$ cat config.mk
export PLATFORM = sky130hd
export DESIGN_NAME = lease_home
export DESIGN_NICKNAME = d
export VERILOG_FILES = /design/src/rtl/lease_home.sv
export SDC_FILE = /design/constraint.sdc
export NUM_CORES = 1
export LEC_CHECK = 0
export ABC_AREA = 1
export BUFFER_PORTS_ARGS = -buffer_cell sky130_fd_sc_hd__buf_2
export CAP_MARGIN = 20
export CELL_PAD_IN_SITES_DETAIL_PLACEMENT = 1
export CELL_PAD_IN_SITES_GLOBAL_PLACEMENT = 2
export CORE_MARGIN = 3
export CORE_UTILIZATION = 30
export DETAILED_ROUTE_END_ITERATION = 16
export PLACE_DENSITY = 0.69
export SLEW_MARGIN = 10
export SYNTH_ARGS = -nofsm -noshare
export SYNTH_HDL_FRONTEND = slang
export SYNTH_SLANG_ARGS = --single-unit
$ cat constraint.sdc
create_clock -name clk -period 7.9 [get_ports clk]
set_clock_uncertainty 0.05 [all_clocks]
set_input_delay 0.395 -clock clk [delete_from_list [all_inputs] [get_ports clk]]
set_output_delay 0.395 -clock clk [all_outputs]
set_load 0.1 [all_outputs]
$ cat src/rtl/lease_home.sv
`timescale 1ns/1ps
module lease_home #(
  parameter int NLINES     = 8,
  parameter int DW         = 16,
  parameter int TW         = 16,
  parameter int DELTA_INIT = 150,
  localparam int LW = $clog2(NLINES)
) (
  input  logic                  clk,
  input  logic                  rst_n,
  input  logic [TW-1:0]         now,
  input  logic                  cfg_delta_we,
  input  logic [TW-1:0]         cfg_delta,
  input  logic [1:0]            req_valid,
  input  logic [1:0]            req_write,
  input  logic [1:0][LW-1:0]    req_line,
  input  logic [1:0][DW-1:0]    req_data,
  output logic [1:0]            req_ready,
  output logic                  fill_req,
  output logic [LW-1:0]         fill_line,
  input  logic                  fill_valid,
  input  logic [DW-1:0]         fill_data,
  output logic                  rsp_valid,
  output logic                  rsp_port,
  output logic [LW-1:0]         rsp_line,
  output logic [DW-1:0]         rsp_data,
  output logic [TW-1:0]         rsp_stamp,
  output logic                  ack_valid,
  output logic                  ack_port,
  output logic [LW-1:0]         ack_line
);

  logic [NLINES-1:0]          res_q;
  logic [NLINES-1:0][DW-1:0]  data_q;
  logic [NLINES-1:0][TW-1:0]  stamp_q;
  logic [TW-1:0]              delta_q;
  logic                       hold_valid, hold_port;
  logic [LW-1:0]              hold_line;
  logic [DW-1:0]              hold_data;
  logic                       fill_busy;
  logic [LW-1:0]              fill_line_q;
  logic                       rr_q;

  logic        rel;
  logic [1:0]  elig;
  logic        pref, gnt_any, gnt_id;
  logic [LW-1:0] g_line;
  logic        g_res, g_wr, g_exp, acc, miss, hold_on_line;
  logic        wr_now, wr_park, rd_now;
  logic [TW-1:0] new_stamp, issued;

  assign rel = hold_valid && (now >= stamp_q[hold_line]);

  for (genvar i = 0; i < 2; i++) begin : g_elig
    assign elig[i] = req_valid[i] && !fill_busy
                   && !(rel && req_line[i] == hold_line)
                   && !(req_write[i] && hold_valid);
    assign req_ready[i] = acc && (gnt_id == i[0]);
  end

  assign pref    = ~rr_q;
  assign gnt_any = |elig;
  assign gnt_id  = elig[pref] ? pref : ~pref;
  assign g_line  = req_line[gnt_id];
  assign g_wr    = req_write[gnt_id];
  assign g_res   = res_q[g_line];
  assign g_exp   = now >= stamp_q[g_line];
  assign acc     = gnt_any && g_res;
  assign miss    = gnt_any && !g_res;

  assign hold_on_line = hold_valid && (hold_line == g_line);
  assign new_stamp    = now + delta_q;
  assign issued       = hold_on_line ? stamp_q[g_line] : new_stamp;

  assign rd_now  = acc && !g_wr;
  assign wr_now  = acc && g_wr && g_exp;
  assign wr_park = acc && g_wr && !g_exp;

  assign fill_req  = fill_busy;
  assign fill_line = fill_line_q;

  always_ff @(posedge clk) begin
    if (!rst_n) begin
      res_q      <= '0;
      data_q     <= '0;
      stamp_q    <= '0;
      delta_q    <= TW'(DELTA_INIT);
      hold_valid <= 1'b0;
      hold_port  <= 1'b0;
      hold_line  <= '0;
      hold_data  <= '0;
      fill_busy  <= 1'b0;
      fill_line_q <= '0;
      rr_q       <= 1'b1;
      rsp_valid  <= 1'b0;
      rsp_port   <= 1'b0;
      rsp_line   <= '0;
      rsp_data   <= '0;
      rsp_stamp  <= '0;
      ack_valid  <= 1'b0;
      ack_port   <= 1'b0;
      ack_line   <= '0;
    end else begin
      rsp_valid <= rd_now;
      ack_valid <= wr_now || rel;
      if (cfg_delta_we) delta_q <= cfg_delta;
      if (acc) rr_q <= gnt_id;

      if (rd_now) begin
        rsp_port  <= gnt_id;
        rsp_line  <= g_line;
        rsp_data  <= data_q[g_line];
        rsp_stamp <= issued;
        if (!hold_on_line && new_stamp > stamp_q[g_line])
          stamp_q[g_line] <= new_stamp;
      end

      if (wr_now) begin
        data_q[g_line] <= req_data[gnt_id];
        ack_port <= gnt_id;
        ack_line <= g_line;
      end

      if (wr_park) begin
        hold_valid <= 1'b1;
        hold_port  <= gnt_id;
        hold_line  <= g_line;
        hold_data  <= req_data[gnt_id];
      end

      if (rel) begin
        data_q[hold_line] <= hold_data;
        hold_valid <= 1'b0;
        ack_port   <= hold_port;
        ack_line   <= hold_line;
      end

      if (miss) begin
        fill_busy   <= 1'b1;
        fill_line_q <= g_line;
      end

      if (fill_busy && fill_valid) begin
        res_q[fill_line_q]   <= 1'b1;
        data_q[fill_line_q]  <= fill_data;
        stamp_q[fill_line_q] <= '0;
        fill_busy <= 1'b0;
      end
    end
  end

endmodule

==> impl_table.tex, run 1 <==
\begin{tabular}{lr}
\hline
Metric & Value \\
\hline
\multicolumn{2}{l}{\textbf{Status}} \\
\quad Result of the run & complete, no violations \\
\multicolumn{2}{l}{\textbf{Routing}} \\
\quad First-pass DRT Iterations & 5 \\
\quad Number of DRC markers after the initial detailed-route iteration & 1739 \\
\quad Vias per Instance & about 5.8 \\
\quad Number of nets still failing antenna checks after routing & 0 \\
\quad Final WL & 105000 µm \\
\quad Total number of vias & roughly 23000 \\
\quad Average routed wire per standard cell & around 26 µm \\
\quad Drt drc & 0 \\
\multicolumn{2}{l}{\textbf{Pwr}} \\
\quad Sequential share of power & between 20\% and 30\% \\
\quad IR Drop Worst-Case VDD & just under 200 µV \\
\quad Overall Power & around 8 mW \\
\quad Share of total power in combinational logic & roughly 47\% \\
\quad Switching Fraction & 48.3\% \\
\quad Leakage power figure & around 9.2 nW \\
\quad Total power per unit cell area & about 350 nW/µm² \\
\quad Internal power & 4.24 mW \\
\quad P\_sw & $\sim$4.0 mW \\
\quad Relative contribution of the clock network to total power & between 20\% and 30\% \\
\multicolumn{2}{l}{\textbf{Worst setup path}} \\
\quad Most used cell, CP & sky130\_fd\_sc\_hd\_\_nand2\_1 \\
\quad Crit start category & register \\
\quad Data required, critical path & 8300 ps \\
\quad Largest stage delay on the critical path & 480 ps \\
\quad Path type of the worst setup path & register to register \\
\quad Crit Path Max Fanout & 15 \\
\quad Kind of end point of the critical path & register \\
\quad Worst path arrival time & a little under 8000 ps \\
\quad Critical Path Slowest Stage Cell & sky130\_fd\_sc\_hd\_\_dfxtp\_1 \\
\multicolumn{2}{l}{\textbf{Synthesis}} \\
\quad Synthesized net count & about 3100 \\
\quad Post-synthesis area per instance & roughly 6.7 µm² \\
\quad Syn Inst Count & between 2000 and 3000 \\
\quad Post-synth top flop & sky130\_fd\_sc\_hd\_\_dfxtp\_1 \\
\quad Share of the yosys chip area belonging to registers & 35.2\% \\
\quad Number of storage elements in the synthesis netlist & $\sim$350 \\
\quad Cell area after synthesis & just under 20000 µm² \\
\quad Syn. warnings & 0 \\
\quad Distinct cell type count after synthesis & 46 \\
\quad Async set or reset register ratio after synthesis & 0\% \\
\quad Number of enable flip-flop cells after synthesis & 0 \\
\multicolumn{2}{l}{\textbf{Place}} \\
\quad Routability congestion estimate from global placement & 0.908 \\
\quad Half-perimeter wire length after placement & slightly below 70000 µm \\
\quad Total instance count after detailed placement & 3866 \\
\quad IO Port Bufs & around 140 \\
\multicolumn{2}{l}{\textbf{Timing}} \\
\quad Max-slew violations & 0 \\
\quad Relative slew slack & a little under a quarter \\
\quad RSZ-0062 raised after global routing & true \\
\quad Setup TNS Final & 0 ps \\
\quad Endpoints failing setup & 0 \\
\quad Share of the clock period used by the worst path after layout & between 90 and 100\% \\
\quad Worst Tran Pin Value & 1160 ps \\
\quad Number of failing hold endpoints at the final stage & 0 \\
\quad Final critical-path required period & around 7400 ps \\
\quad Highest attainable clock frequency & 0.135 GHz \\
\quad Post-Route Hold Slack & 55.2 ps \\
\multicolumn{2}{l}{\textbf{Clock network}} \\
\quad \# clock sinks & roughly 350 \\
\quad Clock Latency Late Sink & $\sim$590 ps \\
\quad Clock buffer depth & 3 \\
\quad Total clock buffers created by CTS & 46 \\
\quad Worst-path clk slew & 60 ps \\
\quad Root buf cell & sky130\_fd\_sc\_hd\_\_clkbuf\_16 \\
\quad Clock tree from TritonCTS & done \\
\quad H-tree level count & 2 \\
\multicolumn{2}{l}{\textbf{Layout}} \\
\quad Layout area overhead & 20.0\% \\
\quad Non-Filler Instances & $\sim$4000 \\
\quad Fraction of final layout cells sized beyond drive strength 1 & between 10\% and 20\% \\
\quad Number of nets in the finished design & roughly 3200 \\
\quad Fin util & 36.6\% \\
\quad Count of filler cells inserted in the layout & between 8000 and 9000 \\
\quad Area taken by flip-flops and latches & roughly 7000 µm² \\
\quad Area of the multi-input gates & between 10000 and 15000 µm² \\
\quad Number of diodes & 0 \\
\multicolumn{2}{l}{\textbf{Global route}} \\
\quad Total global routing overflow & 0 \\
\quad Antenna violations before repair & 0 \\
\quad Wire length of the first global-routing pass & $\sim$150000 µm \\
\quad Vias in the first global route & 23800 \\
\quad Global Route Usage Sum & 29.2\% \\
\quad Largest net degree at the start of global routing & 74 \\
\multicolumn{2}{l}{\textbf{Floorplanning}} \\
\quad Count of boundary I/O pins & 142 \\
\quad Die Footprint & 69000 µm² \\
\quad Width of the chip & between 200 and 300 µm \\
\quad Std-Cell Core Area & roughly 65000 µm² \\
\quad Initial core utilization & a little under a third \\
\quad Standard-cell rows & a little over 90 \\
\quad Height of the die & between 200 and 300 µm \\
\multicolumn{2}{l}{\textbf{Worst hold path}} \\
\quad Class of the most critical hold timing path & input port to register \\
\multicolumn{2}{l}{\textbf{Job}} \\
\quad MaxCap Viol Count & 0 \\
\hline
\end{tabular}
-- per-layer routing --
layer,up-vias,track usage (%),part of all wire [%]
li1,10400,-,-
met1,11500,34.6,40
met2,732,51.5,49
met3,260,3.13,4.6
met4,0,15.8,6.0
met5,-,0,0
-- worst max-delay path, delay by kind of cell (launching register included) --
kind	cells	cell delay, ps
AND/OR/NAND/NOR	22	3070
adder cells (fa/ha/maj)	2	610
AO/OA/AOI/OAI	9	1560
buffers and inverters	8	1470
flip-flops	1	480
-- synthesized netlist by cell type, types with 17 or more instances --
| cell type | n | area share [%] |
|---|---|---|
| sky130_fd_sc_hd__ha_1 | 63 | 4.0 |
| sky130_fd_sc_hd__dfxtp_1 | 348 | 35 |
| sky130_fd_sc_hd__inv_1 | 204 | 3.9 |
| sky130_fd_sc_hd__a21oi_1 | 407 | 10 |
| sky130_fd_sc_hd__a22oi_1 | 47 | 1.8 |
| sky130_fd_sc_hd__clkbuf_1 | 162 | 3.1 |
| sky130_fd_sc_hd__o21ai_0 | 462 | 12 |
| sky130_fd_sc_hd__o21ai_1 | 17 | 0.43 |
| sky130_fd_sc_hd__o22ai_1 | 44 | 1.4 |
| sky130_fd_sc_hd__buf_2 | 28 | 0.71 |
| sky130_fd_sc_hd__nand4_1 | 18 | 0.57 |
| sky130_fd_sc_hd__buf_1 | 24 | 0.46 |
| sky130_fd_sc_hd__nor2_1 | 225 | 4.3 |
| sky130_fd_sc_hd__nand3_1 | 287 | 7.3 |
| sky130_fd_sc_hd__nand2_1 | 482 | 9.1 |
-- cells in the final DEF, fill, tap and decap left out, types with 17 or more instances in the layout --
master and instances:
sky130_fd_sc_hd__a22oi_1 47, sky130_fd_sc_hd__inv_1 201, sky130_fd_sc_hd__a21oi_1 407, sky130_fd_sc_hd__nand4_1 18
sky130_fd_sc_hd__nor2_1 212, sky130_fd_sc_hd__nand3_1 287, sky130_fd_sc_hd__dfxtp_1 347, sky130_fd_sc_hd__nand2_1 480
sky130_fd_sc_hd__o22ai_1 43, sky130_fd_sc_hd__buf_12 18, sky130_fd_sc_hd__buf_2 141, sky130_fd_sc_hd__o21ai_1 17
sky130_fd_sc_hd__buf_4 103, sky130_fd_sc_hd__clkbuf_16 47, sky130_fd_sc_hd__o21ai_0 462, sky130_fd_sc_hd__ha_1 63
-- power groups by stage --
stage                     clock network [mW]  logic, mW  registers (mW)
after floorplan                            0       1.72            2.58
after global placement                     0       3.70            2.12
after detailed placement                   0       3.76            2.12
after CTS                               2.33       3.77            2.08
after global routing                    2.39       4.06            2.11
final                                   2.28       3.83            2.08
-- flip-flops by register name, summed over array words and instances (netlist names), 3 cells and up --
register	cells
hold_data	16
hold_line	3
rsp_data	16
rsp_line	3
res_q	8
stamp_q	128
ack_line	3
delta_q	16
data_q	128
rsp_stamp	16
fill_line	3
-- cell type report --
type / count / share of cell area, %
clock buffers: 70 / 5.82
well taps: 855 / 4.51
flip-flops and latches: 348 / 29.4
inverters: 217 / 3.46
repair buffers: 278 / 8.42
multi-input cells: 2190 / 47.5
clock inverters: 15 / 0.965
-- logic make-up (layout without fill, tap and decap cells) --
family,count (synthesis),after routing,share of synthesized area [%]
AO/OA/AOI/OAI,1044,1044,28.3
XOR/XNOR,17,17,0.753
adder cells (fa/ha/maj),64,64,4.09
buffers and inverters,434,580,8.47
flip-flops,348,348,35.2
AND/OR/NAND/NOR,1064,1065,23.2
-- metrics by stage --
stage	instance area [µm²]	setup WS, ps
2_1_floorplan	19800	2180
3_3_place_gp	21900	304
3_5_place_dp	21900	221
4_1_cts	23700	158
5_1_grt	23700	-37.9
6_report	23700	466
-- path summary, 6_finish.rpt --
path | depth (start not counted) | startpoint | to | slack [ps]
max | 41 | hold_line[2]$_SDFFE_PN0P_ | stamp_q[22]$_SDFF_PN0_ | 470
min | 4 | fill_valid | fill_req$_SDFFE_PP0P_ | 60
max reg2reg | 41 | hold_line[2]$_SDFFE_PN0P_ | stamp_q[22]$_SDFF_PN0_ | 470
min reg2reg | 2 | stamp_q[54]$_SDFF_PN0_ | stamp_q[54]$_SDFF_PN0_ | 430
-- what timing repair did --
action	4_1_cts	5_1_grt
endpoints found under the setup margin	0	170
endpoints found under the hold margin	16	0
hold buffers	16	0
resized for setup	0	6
setup buffers	0	5
(Power assumes the default switching activity.)
==> run 2, diff against run 1 <==
--- a/config.mk
+++ b/config.mk
@@ -13,7 +13,7 @@
 export CORE_MARGIN = 3
 export CORE_UTILIZATION = 30
 export DETAILED_ROUTE_END_ITERATION = 16
-export PLACE_DENSITY = 0.69
+export PLACE_DENSITY = 0.78
 export SLEW_MARGIN = 10
 export SYNTH_ARGS = -nofsm -noshare
 export SYNTH_HDL_FRONTEND = slang
==> run 2 against run 1 <==
Effect of this change:
- sequential cell count unchanged
- utilization shrank 0.61 points
- setup slack better by 7.1 ps
- sequential power hardly changed
- count of clock-buffer cells in the layout shrank 2
- critical path type unchanged
- highest routed layer is now met5
==> impl_table.tex, run 2 (synthesized netlist as in run 1, its figures left out) <==
\begin{tabular}{lr}
\hline
Metric & Value \\
\hline
\multicolumn{2}{l}{\textbf{Status}} \\
\quad Result of the run & complete, no violations (unchanged) \\
\multicolumn{2}{l}{\textbf{Clock network}} \\
\quad Clock tree from TritonCTS & done (unchanged) \\
\quad Worst-path clk slew & 60 ps (about the same) \\
\quad Total clock buffers created by CTS & 45 (was 46) \\
\quad Root buf cell & sky130\_fd\_sc\_hd\_\_clkbuf\_16 (unchanged) \\
\quad Clock Latency Late Sink & 600 ps (was 590 ps) \\
\quad Clock buffer depth & 3 (unchanged) \\
\quad \# clock sinks & 348 (unchanged) \\
\quad H-tree level count & 2 (unchanged) \\
\multicolumn{2}{l}{\textbf{Timing}} \\
\quad RSZ-0062 raised after global routing & false (was true) \\
\quad Endpoints failing setup & 0 (unchanged) \\
\quad Max-slew violations & 0 (unchanged) \\
\quad Setup TNS Final & 0 ps (unchanged) \\
\quad Number of failing hold endpoints at the final stage & 0 (unchanged) \\
\quad Final worst slack & 473 ps (was 466 ps) \\
\quad Final critical-path required period & 7430 ps (about the same) \\
\quad Share of the clock period used by the worst path after layout & 94.0\% (was 94.1\%) \\
\quad Highest attainable clock frequency & 0.135 GHz (about the same) \\
\quad Relative slew slack & 22.1\% (was 22.6\%) \\
\quad Post-Route Hold Slack & 7.53 ps (was 55.2 ps) \\
\quad Worst Tran Pin Value & 1170 ps (was 1160 ps) \\
\multicolumn{2}{l}{\textbf{Global route}} \\
\quad Global Route Usage Sum & 29.0\% (was 29.2\%) \\
\quad Total global routing overflow & 0 (unchanged) \\
\quad Wire length of the first global-routing pass & 154000 µm (about the same) \\
\quad Antenna violations before repair & 5 (was 0) \\
\quad Vias in the first global route & 24000 (was 23800) \\
\quad Largest net degree at the start of global routing & 78 (was 74) \\
\multicolumn{2}{l}{\textbf{Layout}} \\
\quad Number of nets in the finished design & 3214 (was 3239) \\
\quad Area taken by flip-flops and latches & 6970 µm² (about the same) \\
\quad Top library cells by usage in the layout, fill and taps aside & sky130\_fd\_sc\_hd\_\_nand2\_1, sky130\_fd\_sc\_hd\_\_o21ai\_0, sky130\_fd\_sc\_hd\_\_a21oi\_1 (unchanged) \\
\quad Biggest registers after layout & data\_q (128), stamp\_q (128) (unchanged) \\
\quad Commonest non-fill, non-tap cell in the layout & sky130\_fd\_sc\_hd\_\_nand2\_1 (unchanged) \\
\quad Area of the multi-input gates & 11300 µm² (about the same) \\
\quad Non-Filler Instances & 3945 (was 3973) \\
\quad Layout area overhead & 18.0\% (was 20.0\%) \\
\quad Fraction of final layout cells sized beyond drive strength 1 & 12.2\% (was 12.7\%) \\
\quad Count of filler cells inserted in the layout & 8162 (was 8053) \\
\multicolumn{2}{l}{\textbf{Job}} \\
\quad MaxCap Viol Count & 0 (unchanged) \\
\multicolumn{2}{l}{\textbf{Worst setup path}} \\
\quad Most used cell, CP & sky130\_fd\_sc\_hd\_\_nand2\_1 (unchanged) \\
\quad Crit start category & register (unchanged) \\
\quad Worst Path Buf+Inv & 9 (was 8) \\
\quad Largest stage delay on the critical path & 450 ps (was 480 ps) \\
\quad Kind of end point of the critical path & register (unchanged) \\
\quad Worst path arrival time & 7890 ps (was 7830 ps) \\
\quad Path type of the worst setup path & register to register (unchanged) \\
\quad Category of cells accounting for the largest share of critical-path delay & simple AND/OR/NAND/NOR gates (unchanged) \\
\quad Critical Path Slowest Stage Cell & sky130\_fd\_sc\_hd\_\_dfxtp\_2 (was sky130\_fd\_sc\_hd\_\_dfxtp\_1) \\
\quad Crit Path Max Fanout & 30 (was 15) \\
\quad Data required, critical path & 8360 ps (was 8300 ps) \\
\multicolumn{2}{l}{\textbf{Place}} \\
\quad IO Port Bufs & 141 (unchanged) \\
\quad Half-perimeter wire length after placement & 68100 µm (was 68500 µm) \\
\quad Routability congestion estimate from global placement & 0.935 (was 0.908) \\
\quad Total instance count after detailed placement & 3843 (was 3866) \\
\quad Pre-CTS WS & -290 ps (was 221 ps) \\
\multicolumn{2}{l}{\textbf{Worst hold path}} \\
\quad Class of the most critical hold timing path & input port to register (unchanged) \\
\multicolumn{2}{l}{\textbf{Routing}} \\
\quad Drt drc & 0 (unchanged) \\
\quad First-pass DRT Iterations & 5 (unchanged) \\
\quad Number of nets still failing antenna checks after routing & 0 (unchanged) \\
\quad Number of DRC markers after the initial detailed-route iteration & 1923 (was 1739) \\
\quad Average routed wire per standard cell & 26.6 µm (was 26.5 µm) \\
\quad Final WL & 105000 µm (about the same) \\
\quad Vias per Instance & 5.88 (was 5.78) \\
\quad Total number of vias & 23200 (was 23000) \\
\multicolumn{2}{l}{\textbf{Floorplanning}} \\
\quad Standard-cell rows & 93 (unchanged) \\
\quad Die Footprint & 69000 µm² (unchanged) \\
\quad Count of boundary I/O pins & 142 (unchanged) \\
\quad Width of the chip & 263 µm (unchanged) \\
\quad Height of the die & 263 µm (unchanged) \\
\quad Initial core utilization & 30.5\% (unchanged) \\
\quad Std-Cell Core Area & 64800 µm² (unchanged) \\
\multicolumn{2}{l}{\textbf{Pwr}} \\
\quad Total power per unit cell area & 346 nW/µm² (was 345 nW/µm²) \\
\quad IR Drop Worst-Case VDD & 181 µV (was 196 µV) \\
\quad Overall Power & 8.07 mW (was 8.19 mW) \\
\quad Leakage power figure & 9.02 nW (was 9.22 nW) \\
\hline
\end{tabular}
## run 2: changes by cell type in the layout (fill, tap and decap cells not counted), sizes merged
cell         before  now
diode             0    2
buf             262  240
clkbuf           70   69
clkinv           18   14
bufinv            6    4
dlygate4sd3      16   13
inv             207  209
## run 2: path summary, 6_finish.rpt
| kind | start | endpoint | slack (ps) | depth (start not counted) |
|---|---|---|---|---|
| max | hold_line[0]$_SDFFE_PN0P_ | data_q[41]$_SDFF_PN0_ | 470 | 49 |
| min | cfg_delta[8] | delta_q[8]$_SDFFE_PN0P_ | 8 | 3 |
| max reg2reg | hold_line[0]$_SDFFE_PN0P_ | data_q[41]$_SDFF_PN0_ | 470 | 49 |
| min reg2reg | rsp_port$_SDFFE_PN0P_ | rsp_port$_SDFFE_PN0P_ | 410 | 2 |
## run 2: per-layer routing
| layer | track usage, % | part of all wire [%] | up-vias |
|---|---|---|---|
| met4 | 18.0 | 6.6 | 2 |
| met2 | 48.8 | 47 | 968 |
| met1 | 34.8 | 40 | 11500 |
| li1 | - | - | 10400 |
| met5 | 0 | 0.0067 | - |
| met3 | 4.13 | 6.6 | 318 |
## run 2: per-stage QoR
| step | area [µm²] | util (%) |
|---|---|---|
| after floorplan | 19800 | - |
| after global placement | 21500 | 33.2 |
| after detailed placement | 21500 | 33.2 |
| after CTS | 23200 | 35.8 |
| after global routing | 23300 | 36.0 |
| final | 23300 | 36.0 |
## run 2: worst min-delay path, stage by stage
cell and delay (ps):
sky130_fd_sc_hd__buf_2 80, sky130_fd_sc_hd__nor2_1 40, sky130_fd_sc_hd__nor2_1 80
## run 2: what timing repair did
action                     CTS  global route
setup endpoints to repair  128           250
gates cloned                 1             1
setup buffers                2             4
pin swaps                    2             1
hold endpoints to repair    13             0
hold buffers                13             0
gates resized for setup      3            16
## run 2: cell type report
class / instances / share of cell area [%]
Clock inverter: 11 / 0.729
Multi-Input combinational cell: 2190 / 48.3
Timing Repair Buffer: 254 / 7.20
Antenna cell: 2 / 0.0214
Clock buffer: 68 / 5.80
Inverter: 217 / 3.52
Sequential cell: 348 / 29.9
Tap cell: 855 / 4.58
## run 2: power by group
group	total [mW]	switching [mW]	leakage (nW)	internal (mW)
clock network	2.17	0.866	0.752	1.31
registers	2.09	0.146	2.82	1.95
logic	3.80	2.97	5.45	0.835
